$ cat src/rtl/pn_pkg.sv
package pn_pkg;
  parameter int unsigned DEF_WIDTH  = 6;
  parameter int unsigned DEF_TAP_HI = 6;
  parameter int unsigned DEF_TAP_LO = 5;

  typedef enum logic {
    MODE_SHIFT  = 1'b0,
    MODE_PRESET = 1'b1
  } pn_mode_e;
endpackage

$ cat src/rtl/pn_shift_core.sv
module pn_shift_core
  import pn_pkg::*;
#(
  parameter int unsigned WIDTH  = DEF_WIDTH,
  parameter int unsigned TAP_HI = DEF_TAP_HI,
  parameter int unsigned TAP_LO = DEF_TAP_LO,
  parameter logic [WIDTH-1:0] SEED_VAL = '1
) (
  input  logic             clk_i,
  input  logic             rst_i,
  input  pn_mode_e         mode_i,
  output logic [WIDTH-1:0] state_o
);
  localparam int unsigned HI_IDX = TAP_HI - 1;
  localparam int unsigned LO_IDX = TAP_LO - 1;

  logic [WIDTH-1:0] stage_q;
  logic             feedback;

  assign feedback = stage_q[HI_IDX] ^ stage_q[LO_IDX];

  always_ff @(posedge clk_i) begin
    if (rst_i) begin
      stage_q <= SEED_VAL;
    end else if (mode_i == MODE_PRESET) begin
      stage_q <= '1;
    end else begin
      stage_q <= {stage_q[WIDTH-2:0], feedback};
    end
  end

  assign state_o = stage_q;

  // A preset edge leaves every stage set.
  assert_preset_all_ones_R5: assert property (@(posedge clk_i) disable iff (rst_i)
    (mode_i == MODE_PRESET) |=> (stage_q == '1));

  // Stages move up by one place on a shift edge.
  assert_shift_moves_R2: assert property (@(posedge clk_i) disable iff (rst_i)
    (mode_i == MODE_SHIFT) |=> (stage_q[WIDTH-1:1] == $past(stage_q[WIDTH-2:0])));

  // Stage 1 receives the XOR of the two tap stages.
  assert_feedback_tap_R2: assert property (@(posedge clk_i) disable iff (rst_i)
    (mode_i == MODE_SHIFT) |=> (stage_q[0] == ($past(stage_q[HI_IDX]) ^ $past(stage_q[LO_IDX]))));
endmodule

$ cat src/rtl/pn_zero_detect.sv
module pn_zero_detect #(
  parameter int unsigned WIDTH = pn_pkg::DEF_WIDTH
) (
  input  logic [WIDTH-1:0] state_i,
  output logic             nonzero_o
);
  logic [WIDTH-1:0] any_set;

  assign any_set[0] = state_i[0];
  for (genvar g = 1; g < WIDTH; g++) begin : g_or_chain
    assign any_set[g] = any_set[g-1] | state_i[g];
  end

  assign nonzero_o = any_set[WIDTH-1];

  always_comb begin
    assert_detect_matches_R4: assert (nonzero_o == (state_i != '0));
  end
endmodule

$ cat src/rtl/pn_recovery_latch.sv
module pn_recovery_latch (
  input  logic clk_i,
  input  logic rst_i,
  input  logic nonzero_i,
  output logic run_n_o
);
  logic run_q;

  always_ff @(posedge clk_i) begin
    if (rst_i) run_q <= 1'b1;
    else       run_q <= nonzero_i;
  end

  assign run_n_o = run_q;

  assert_zero_captured_R4: assert property (@(posedge clk_i) disable iff (rst_i)
    !nonzero_i |=> !run_n_o);

  assert_nonzero_releases_R4: assert property (@(posedge clk_i) disable iff (rst_i)
    nonzero_i |=> run_n_o);
endmodule

$ cat src/rtl/pn_selfheal_gen.sv
module pn_selfheal_gen
  import pn_pkg::*;
#(
  parameter int unsigned WIDTH  = DEF_WIDTH,
  parameter int unsigned TAP_HI = DEF_TAP_HI,
  parameter int unsigned TAP_LO = DEF_TAP_LO,
  parameter logic [WIDTH-1:0] SEED_VAL = '1
) (
  input  logic clk_i,
  input  logic rst_i,
  output logic pn_o,
  output logic recovering_o
);
  logic [WIDTH-1:0] state;
  logic             nonzero;
  logic             run_n;
  pn_mode_e         mode;

  assign mode = run_n ? MODE_SHIFT : MODE_PRESET;

  pn_shift_core #(
    .WIDTH(WIDTH), .TAP_HI(TAP_HI), .TAP_LO(TAP_LO), .SEED_VAL(SEED_VAL)
  ) u_core (
    .clk_i  (clk_i),
    .rst_i  (rst_i),
    .mode_i (mode),
    .state_o(state)
  );

  pn_zero_detect #(.WIDTH(WIDTH)) u_detect (
    .state_i  (state),
    .nonzero_o(nonzero)
  );

  pn_recovery_latch u_latch (
    .clk_i    (clk_i),
    .rst_i    (rst_i),
    .nonzero_i(nonzero),
    .run_n_o  (run_n)
  );

  assign pn_o         = state[WIDTH-1];
  assign recovering_o = ~run_n;

  // An all-zero register is never left unflagged on the next cycle.
  assert_lockup_flagged_R4: assert property (@(posedge clk_i) disable iff (rst_i)
    (state == '0) |=> recovering_o);

  // While flagged, the next cycle shows the register fully set.
  assert_flag_restores_R5: assert property (@(posedge clk_i) disable iff (rst_i)
    recovering_o |=> (state == '1));

  // Coming out of reset, the register holds the seed.
  assert_seed_loaded_R6: assert property (@(posedge clk_i)
    rst_i |=> (state == SEED_VAL));
endmodule

$ cat config.mk
export PLATFORM = sky130hd
export DESIGN_NAME = pn_selfheal_gen
export DESIGN_NICKNAME = d
export VERILOG_FILES = /design/src/rtl/pn_pkg.sv /design/src/rtl/pn_shift_core.sv /design/src/rtl/pn_zero_detect.sv /design/src/rtl/pn_recovery_latch.sv /design/src/rtl/pn_selfheal_gen.sv
export SDC_FILE = /design/constraint.sdc
export NUM_CORES = 1
export LEC_CHECK = 0
export ABC_AREA = 1
export BUFFER_PORTS_ARGS = -buffer_cell sky130_fd_sc_hd__buf_2
export CAP_MARGIN = 20
export CORE_AREA = 2 2 39 41
export CTS_BUF_LIST = sky130_fd_sc_hd__clkbuf_8 sky130_fd_sc_hd__clkbuf_16
export CTS_CLUSTER_SIZE = 28
export DETAILED_ROUTE_END_ITERATION = 8
export DIE_AREA = 0 0 41 43
export PLACE_DENSITY_LB_ADDON = 0.3
export SKIP_LAST_GASP = 1
export SYNTH_ARGS = -nofsm -noshare
export SYNTH_HDL_FRONTEND = slang
export SYNTH_SLANG_ARGS = --single-unit
$ cat constraint.sdc
create_clock -name clk_i -period 1.6 [get_ports clk_i]
set_clock_uncertainty 0.05 [all_clocks]
set_input_delay 0.48 -clock clk_i [delete_from_list [all_inputs] [get_ports clk_i]]
set_output_delay 0.48 -clock clk_i [all_outputs]
set_load 0.01 [all_outputs]
Yosys cells after proc, flatten, opt, wreduce, memory -nomap -nowiden

Cells that the tools add are included.

Add/sub/neg operators: 0
Multiply operators: 0
Divide/modulo/power cells: 0
Order comparisons: 0
Equal/unequal tests: 0
Shift operators: 0
Mux-type cells: 0
Bitwise operators: 7
Reduce and logical (&&, ||, !) cells: 1

Operators by type and width:

| cell               | number |
|---|---|
| 1-bit bitwise OR   | 5 |
| 2-bit OR reduction | 1 |
| 1-bit inverter     | 1 |
| 1-bit XOR          | 1 |

Flip-flop bits (word level): 7
Latch bits: 0
RAM bits: 0
Memory bits (read-only): 0
Input bits: 2
Output and inout port bits: 2
Word-level logic and storage cells: 10
Memories: 0

Logic depth before layout (Yosys ltp)

Gate-level depths: netlist (run 1).

Depth after elaboration: 5
Gate-level depth with buffers: 4
Gate-level depth less buffers: 4

Modules after synthesis

Synthesis (run 1) repeated with hierarchy kept, for this count alone.

Cells, all modules: 30
Area, all modules: 241.5 sq um

By module, submodules not included:

| module            | instances | cells an instance | area an instance (sq um) | sequential area each (sq um) |
|---|---|---|---|---|
| pn_shift_core     | 1         | 21                | 190.2                    | 120.1 |
| pn_recovery_latch | 1         | 4                 | 31.3                     | 20.0 |
| pn_zero_detect    | 1         | 4                 | 16.3                     | 0.0 |
| pn_selfheal_gen   | 1         | 1                 | 3.8                      | 0.0 |

Worst setup path before layout (run 1)

No wires, ideal clock.

Path type: reg-to-output
Start point: register u_latch.run_q, in the netlist u_latch.run_n_o
End point: output port recovering_o
Data arrival time: 369 ps
Required time: 1070 ps
Path slack: 701 ps
Cell stages (with the launch flop): 2
Buffers on the path: 0
Cells stage by stage: dfxtp_1 -> inv_2

Word-level cells in the longest chain between the ends: 1

Ends and longest elaborated chain:

| item                     | RTL line                | source |
|---|---|---|
| from (decl)              | pn_recovery_latch.sv:7  | `logic run_q;` |
| from (signal assigned)   | pn_recovery_latch.sv:11 | `else run_q <= nonzero_i;` |
| 1-bit inverter (no line) | n/a                     |  |
| to (decl)                | pn_selfheal_gen.sv:12   | `output logic recovering_o` |

Every way passes these cells.

Final worst setup path (run 1)

Ends and elaborated chain as after synthesis.

==> results of run 1 <==
[kinds of logic (layout without fill, tap and decap cells)]
group / Yosys count / in the layout / synth area share [%]
buffers and inverters: 8 / 15 / 13.3
AND/OR/NAND/NOR: 15 / 15 / 27.1
flip-flops: 7 / 7 / 59.6
[layer usage]
metal	vias to the layer above	track usage, %
met2	8	5.31
met3	0	6.28
li1	96	-
met4	0	2.00
met5	-	0
met1	67	6.82
[through the flow]
stage               total power [mW]  setup WS (ns)  util, %
CTS                            0.439          0.352     22.8
floorplan                      0.194          0.701        -
finish                         0.436          0.359     22.8
global route                   0.455          0.324     22.8
global placement               0.199          0.589     19.5
detailed placement             0.199          0.580     19.5
[registers in the layout, indices dropped and copies added, names as in the netlist]
signal and count:
u_core.state_o 6, u_latch.run_n_o 1
[power by group through the flow]
stage                     Sequential (mW)  Combinational (mW)  Clock [mW]
final                               0.183              0.0129       0.240
after global routing                0.183              0.0154       0.257
after CTS                           0.183              0.0133       0.243
after detailed placement            0.186              0.0132           0
after global placement              0.186              0.0130           0
after floorplan                     0.186             0.00876           0
[critical path, cell delays in order, from the launching register on]
cell,delay [ns]
dfxtp_1,0.31
inv_2,0.05
buf_2,0.13
[worst max path at each step]
| stage | end | startpoint | slack (ns) |
|---|---|---|---|
| floorplan | recovering_o | u_latch.run_n_o | 0.70 |
| global placement | recovering_o | u_latch.run_n_o | 0.59 |
| detailed placement | u_core.state_o[2] | rst_i | 0.58 |
| CTS | recovering_o | u_latch.run_n_o | 0.35 |
| global route | recovering_o | u_latch.run_n_o | 0.32 |
| finish | recovering_o | u_latch.run_n_o | 0.36 |
[area by class of cell]
class,count,area share [%]
flip-flops and latches,7,44.4
multi-input cells,15,20.2
clock buffers,3,13.1
inverters,8,9.92
well taps,16,6.35
repair buffers,3,4.76
clock inverters,1,1.19
[cell usage in the layout, fill, tap and decap left out]
cell,count
clkinv_2,1
nor2_4,1
inv_2,3
inv_1,5
dfxtp_1,7
buf_2,3
nand2_1,12
clkbuf_8,3
nor2_1,2
==> results.yml, run 1 <==
run_status:
  status: "finished clean"
sta:
  hold_violations: 0
  hold_ws_ns: 0.369
  setup_viol: 0
  final_max_slew_viol_count: 0
  fin_tns_setup_ns: 0
  fin_crit_sh_pct: 77.6
  rsz0062_at_grt: "false"
  tightest_slew_ns: 0.144
  slew_headroom_pct: 90.4
  fin_crit_ns: 1.24
  timing.fmax_mhz: 806
yosys:
  async_flop_share_pct: 0
  netlist_instances: 30
  synth-edff-count: 0
  syn_avg_cell_area_um2: 7.84
  syn-num-nets: 32
  synthTopCellsByCount: "nand2_1, dfxtp_1, inv_1"
  ys.flop_type: "dfxtp_1"
  yosysTopAreaCell: "dfxtp_1"
  synth_top_area_share_pct: 59.6
  syn-cell-area_um2: 235
  yosys_warnings: 0
  yosysMostFrequentCell: "nand2_1"
  synthTopCellsByArea: "dfxtp_1, nand2_1, inv_1, inv_2, nor2_4"
  synth.distinct_cells: 7
  synth-seq-area-share_pct: 59.6
  ys_seq_elements: 7
final_layout:
  area_growth_pct: 34.0
  fin_area_um2: 315
  n_antenna_cell: 0
  instances_no_fill: 53
  layout.nets: 40
  drive_gt1_share_pct: 29.7
  multi_input_area_um2: 63.8
  n_fill_cell: 154
  register_area_um2: 140
detailed_routing:
  routedWlPerCell_um: 6.42
  wl_met1_um: 166
  top_layer_used: "met3"
  dr.first_iter.drc_count: 5
  drc: 0
  wl_met3_um: 46
  vias_per_cell: 3.23
  routed_wl_um: 340
  drt_pass1_iterations: 4
  postRouteAntennaNets: 0
  met2_length_um: 127
  vias: 171
grt:
  antenna_found_initial: 0
  grt_pass1_wl_um: 565
  grt_overflow_total: 0
  grt_max_degree: 7
  grt_use_total_pct: 5.34
  grt_pass1_vias: 145
clock_network:
  cts_htree_levels: 1
  clock_latency_ns: 0.22
  cts_hold_buf: 0
  clk_pin_slew_ns: 0.04
  post-cts-setup-buffers: 0
  cts.path.max_buffers: 2
  cts_made_buffers: 3
  cts-resized-gates: 0
  cts_root_buffer: "clkbuf_8"
  clock-sinks: 7
  cts_tree: "done"
power:
  swShare_pct: 19.3
  p_leak_nw: 0.181
  internal-power_mw: 0.352
  ir_drop_mv: 0.546
  p_comb_share_pct: 3.0
  clockPowerShare_pct: 55.0
  p_seq_share_pct: 42.0
  power_density_nw_per_um2: 1380
  power.switching_mw: 0.0840
min_path:
  min_from: "u_core.state_o[3]"
  hold_path_class: "flip-flop to flip-flop"
  holdPathEnd: "u_core.state_o[4]"
  hold_depth: 2
worst_setup_path:
  crit_required_ns: 1.07
  rr_startpoint: "u_latch.run_n_o"
  reg2reg_depth: 3
  cp.arrival_ns: 0.71
  r2r_slack_ns: 0.88
  worst_setup_path_start_kind: "flip-flop"
  worst_setup_path_end_kind: "primary output"
  rr_endpoint: "u_core.state_o[3]"
  crit_fanout: 2
  path_class: "flip-flop to primary output"
floorplanning:
  initial_core_util_pct: 17.0
  ioPinCount: 4
  die_w_um: 41
  die_area_um2: 1760
  coreArea_um2: 1380
  rows: 14
  die_h_um: 43
placed_design:
  place_hpwl_um: 247
  port-buffer-count: 3
  dp.cells: 49
  placed_area_um2: 270
  place_congestion: 0.643
run:
  maxCapViolations: 0
Power figures use the tool's default switching activity.
==> inputs of run 2 (changes only) <==
==> constraint.sdc (replaced) <==
create_clock -name clk_i -period 1 [get_ports clk_i]
set_clock_uncertainty 0.05 [all_clocks]
set_input_delay 0.3 -clock clk_i [delete_from_list [all_inputs] [get_ports clk_i]]
set_output_delay 0.3 -clock clk_i [all_outputs]
set_load 0.01 [all_outputs]
==> run 2 against run 1 <==
The flow now finishes with violations (setup timing). Die area is the same. Cell count rose by 3.8%. Sequential cell count did not move. Register-to-register slack lost 0.74 ns. First-iteration DRC count shrank 80%. Clock power increased by 59%. Utilization increased by 2.2 points. Setup slack worse by 0.38 ns. Via count grew 2.3%. Non-clock buffer count grew 2. Critical path type unchanged. Critical endpoint unchanged. Largest power group unchanged. Highest routed layer unchanged.
==> results.yml, run 2 (synthesized netlist as in run 1, its figures left out) <==
sta:
  hold_ws_ns: 0.274
  setup_viol: 1
  fin_crit_ns: 1.02
  timing.fmax_mhz: 977
  hold_violations: 0
  tightest_slew_ns: 0.142
  final_max_slew_viol_count: 0
  fin_crit_sh_pct: 102
  slew_headroom_pct: 90.5
  rsz0062_at_grt: "true"
  layout_setup_ws_ns: -0.0240
floorplanning:
  coreArea_um2: 1380
  die_h_um: 43
  initial_core_util_pct: 17.0
  ioPinCount: 4
  rows: 14
  die_area_um2: 1760
  die_w_um: 41
power:
  p_leak_nw: 0.193
  internal-power_mw: 0.563
  p_seq_share_pct: 42.1
  ir_drop_mv: 0.755
  p_comb_share_pct: 3.1
  clockPowerShare_pct: 54.8
  power.switching_mw: 0.133
  power_mw: 0.696
  swShare_pct: 19.1
  power_density_nw_per_um2: 2020
detailed_routing:
  drc: 0
  drt_pass1_iterations: 4
  postRouteAntennaNets: 0
  routed_wl_um: 351
  dr.first_iter.drc_count: 1
  vias: 175
  vias_per_cell: 3.18
  routedWlPerCell_um: 6.38
worst_setup_path:
  path_class: "flip-flop to primary output"
  worstPathCellList: "inv_2 > buf_6"
  crit_slowest_cell: "dfxtp_2"
  worst_setup_path_start_kind: "flip-flop"
  crit_fanout: 2
  slowest_delay_ns: 0.31
  worst_setup_path_end_kind: "primary output"
  crit_required_ns: 0.65
  cp.arrival_ns: 0.67
final_layout:
  multi_input_area_um2: 63.8
  fin_area_um2: 345
  n_antenna_cell: 0
  area_growth_pct: 46.8
  drive_gt1_share_pct: 38.5
  largest_reg_flops: 6
  register_area_um2: 143
  n_fill_cell: 152
  final_common_cell: "nand2_1"
  layout.nets: 42
  final_cell_mix: "nand2_1, inv_1, dfxtp_1, inv_2, clkbuf_8"
  fin_util_pct: 25.0
run:
  maxCapViolations: 0
grt:
  antenna_found_initial: 0
  grt_max_degree: 7
  grt_use_total_pct: 5.23
  grt_overflow_total: 0
  grt_pass1_vias: 143
  grt_pass1_wl_um: 517
placed_design:
  placed_area_um2: 270
  place_congestion: 0.650
  port-buffer-count: 3
  dp_slack_ns: 0.159
run_status:
  status: "complete, but fails checks"
  violations: "setup timing"
clock_network:
  cts.path.max_buffers: 2
  cts_htree_levels: 1
  clock_latency_ns: 0.22
  cts_root_buffer: "clkbuf_8"
  cts_made_buffers: 3
  clk_pin_slew_ns: 0.04
  cts_hold_buf: 0
  cts_tree: "done"
  clock-sinks: 7
min_path:
  hold_path_class: "primary input to flip-flop"
run 2: repair_timing:
item                                    CTS  global route
setup buffers                             2             0
endpoints found under the hold margin     0             0
pin swaps                                 0             0
endpoints found under the setup margin    2             2
gates resized for setup                   4             0
run 2: critical path, delay by kind of cell (launching register included):
family                 cells  cell delay (ns)
buffers and inverters      2             0.14
flip-flops                 1             0.31
run 2: through the flow:
stage                     instances  TNS, ns
after detailed placement         49        0
final                            55  -0.0240
after CTS                        55  -0.0306
after global routing             55  -0.0842
after floorplan                  30        0
after global placement           49        0
run 2: layer usage:
metal,track usage (%),wire length [um],vias to the layer above
met1,4.84,179,71
met3,7.85,43,0
li1,-,-,99
met5,0,0,-
met2,5.94,128,5
met4,2.00,0,0
run 2: layout make-up:
class	instances	share of cell area (%)
Timing Repair Buffer	5	12.3
Clock inverter	1	1.09
Multi-Input combinational cell	15	18.5
Inverter	8	9.06
Clock buffer	3	12.0
Tap cell	16	5.80
Sequential cell	7	41.3
run 2: power by group through the flow:
stage	registers [mW]	clock network, mW	logic, mW
after floorplan	0.297	0	0.0140
after global placement	0.297	0	0.0216
after global routing	0.293	0.407	0.0247
after detailed placement	0.297	0	0.0212
after CTS	0.293	0.393	0.0223
final	0.293	0.382	0.0215
run 2: path summary, 6_finish.rpt:
path | slack (ns) | from | depth (start not counted) | end
max | -0.02 | u_latch.run_n_o | 2 | recovering_o
min | 0.27 | rst_i | 3 | u_core.state_o[5]
max reg2reg | 0.14 | u_core.state_o[5] | 5 | u_latch.run_n_o
min reg2reg | 0.37 | u_core.state_o[3] | 2 | u_core.state_o[4]
==> inputs of run 3 (changes only) <==
--- a/config.mk
+++ b/config.mk
@@ -5,7 +5,6 @@
 export SDC_FILE = /design/constraint.sdc
 export NUM_CORES = 1
 export LEC_CHECK = 0
-export ABC_AREA = 1
 export BUFFER_PORTS_ARGS = -buffer_cell sky130_fd_sc_hd__buf_2
 export CAP_MARGIN = 20
 export CORE_AREA = 2 2 39 41
==> run 3 against run 2 <==
The flow still finishes with violations (setup timing). Critical path depth unchanged. Utilization down 1.4 points. Synthesized cell count down 33%. Fmax down 1.4%. Critical path type unchanged. Largest cell class unchanged. Largest power group unchanged.
==> results.yml, run 3 <==
run_status:
  status: "complete, but fails checks"
  violations: "setup timing"
sta:
  setup_viol: 1
  timing.fmax_mhz: 963
  final_max_slew_viol_count: 0
  hold_violations: 0
  fin_crit_ns: 1.04
  tightest_slew_ns: 0.181
  layout_setup_ws_ns: -0.0388
  fin_tns_setup_ns: -0.0388
  rsz0062_at_grt: "true"
  slew_headroom_pct: 87.9
  fin_crit_sh_pct: 104
worst_setup_path:
  crit_slowest_cell: "dfxtp_2"
  worst_setup_path_start_kind: "flip-flop"
  crit_fanout: 2
  worst_setup_path_end_kind: "primary output"
  crit_required_ns: 0.65
  path_class: "flip-flop to primary output"
  slowest_delay_ns: 0.33
  worstPathCellList: "inv_2 > buf_6"
  cp.arrival_ns: 0.69
grt:
  grt_pass1_vias: 167
  grt_pass1_wl_um: 676
  antenna_found_initial: 0
  grt_overflow_total: 0
  grt_use_total_pct: 6.34
  grt_max_degree: 6
power:
  power_density_nw_per_um2: 2100
  ir_drop_mv: 1.26
  power_mw: 0.687
  p_leak_nw: 0.145
clock_network:
  cts_root_buffer: "clkbuf_8"
  clk_pin_slew_ns: 0.04
  cts_tree: "done"
  cts.path.max_buffers: 2
  clock_latency_ns: 0.22
  cts_made_buffers: 3
  cts_htree_levels: 1
  clock-sinks: 7
yosys:
  synthTopCellsByArea: "dfxtp_1, nand2b_1, nor2b_4, xnor2_1, nand2_1"
  synth_top_area_share_pct: 64.7
  syn_avg_cell_area_um2: 10.8
  async_flop_share_pct: 0
  ys_seq_elements: 7
  yosysTopAreaCell: "dfxtp_1"
  yosysMostFrequentCell: "dfxtp_1"
  syn-num-nets: 22
  synth-seq-area-share_pct: 64.7
  synth-edff-count: 0
  yosys_warnings: 0
  ys.flop_type: "dfxtp_1"
  synth.distinct_cells: 9
  synthTopCellsByCount: "dfxtp_1, nand2b_1, nand2_1, nor2_1"
  netlist_instances: 20
  syn-cell-area_um2: 216
floorplanning:
  coreArea_um2: 1380
  die_w_um: 41
  die_area_um2: 1760
  ioPinCount: 4
  initial_core_util_pct: 15.6
  die_h_um: 43
  rows: 14
final_layout:
  layout.nets: 32
  final_cell_mix: "dfxtp_1, nand2b_1, clkbuf_8"
  n_fill_cell: 148
  fin_util_pct: 23.6
  largest_reg_flops: 6
  instances_no_fill: 45
  drive_gt1_share_pct: 41.4
  area_growth_pct: 50.9
  n_antenna_cell: 0
  final_common_cell: "dfxtp_1"
detailed_routing:
  vias: 152
  routedWlPerCell_um: 8.16
  dr.first_iter.drc_count: 6
  drt_pass1_iterations: 4
  vias_per_cell: 3.38
  drc: 0
  postRouteAntennaNets: 0
  routed_wl_um: 367
placed_design:
  dp_slack_ns: 0.142
  dp.cells: 39
  port-buffer-count: 3
  place_congestion: 0.521
min_path:
  hold_path_class: "primary input to flip-flop"
run:
  maxCapViolations: 0
-- run 3: timing repair --
action / 4_1_cts / 5_1_grt
hold buffers: 0 / 0
setup endpoints to repair: 2 / 2
pin swaps: 0 / 0
resized for setup: 3 / 2
buffers inserted: 2 / 0
-- run 3: worst paths after layout --
kind,start,to,slack (ns),cells past startpoint
hold / removal,rst_i,u_core.state_o[1],0.28,3
setup reg to reg,u_core.state_o[5],u_latch.run_n_o,0.14,3
hold reg to reg,u_core.state_o[0],u_core.state_o[1],0.38,1
setup / recovery,u_latch.run_n_o,recovering_o,-0.04,2
-- run 3: worst max-delay path, delay by kind of cell (launching register included) --
kind / cells / cell delay (ns)
flip-flops: 1 / 0.33
buffers and inverters: 2 / 0.13
-- run 3: metal layers --
metal | global-route usage [%] | routed length (um) | vias to the layer above
met5 | 0 | 0 | -
met4 | 4.00 | 0 | 0
met3 | 6.28 | 50 | 0
met2 | 7.19 | 146 | 6
met1 | 7.14 | 170 | 68
li1 | - | - | 78
-- run 3: per-stage QoR --
stage	hold WS, ns	area (um2)
2_1_floorplan	0.321	216
3_3_place_gp	0.331	251
3_5_place_dp	0.355	251
4_1_cts	0.279	320
5_1_grt	0.289	327
6_report	0.280	327
-- run 3: layout make-up --
| class | count | area (um2) | share of cell area [%] |
|---|---|---|---|
| tap | 16 | 20.0 | 6.13 |
| timing repair buffer | 5 | 42.5 | 13.0 |
| clock buffer | 3 | 41.3 | 12.6 |
| clock inverter | 1 | 3.75 | 1.15 |
| inverter | 1 | 3.75 | 1.15 |
| sequential | 7 | 143 | 43.7 |
| multi-input combinational | 12 | 72.6 | 22.2 |
-- run 3: cell families after synthesis --
kind of cell | synth area share (%)
buffers and inverters | 1.73
and+or+nand+nor | 29.5
DFF | 64.7
xor gates and xnor gates | 4.05
-- run 3: report_power, final --
group / switching (mW) / internal, mW / total (mW)
combinational: 0.00893 / 0.00920 / 0.0181
sequential: 0.00369 / 0.289 / 0.293
clock: 0.112 / 0.264 / 0.376
total: 0.124 / 0.563 / 0.687
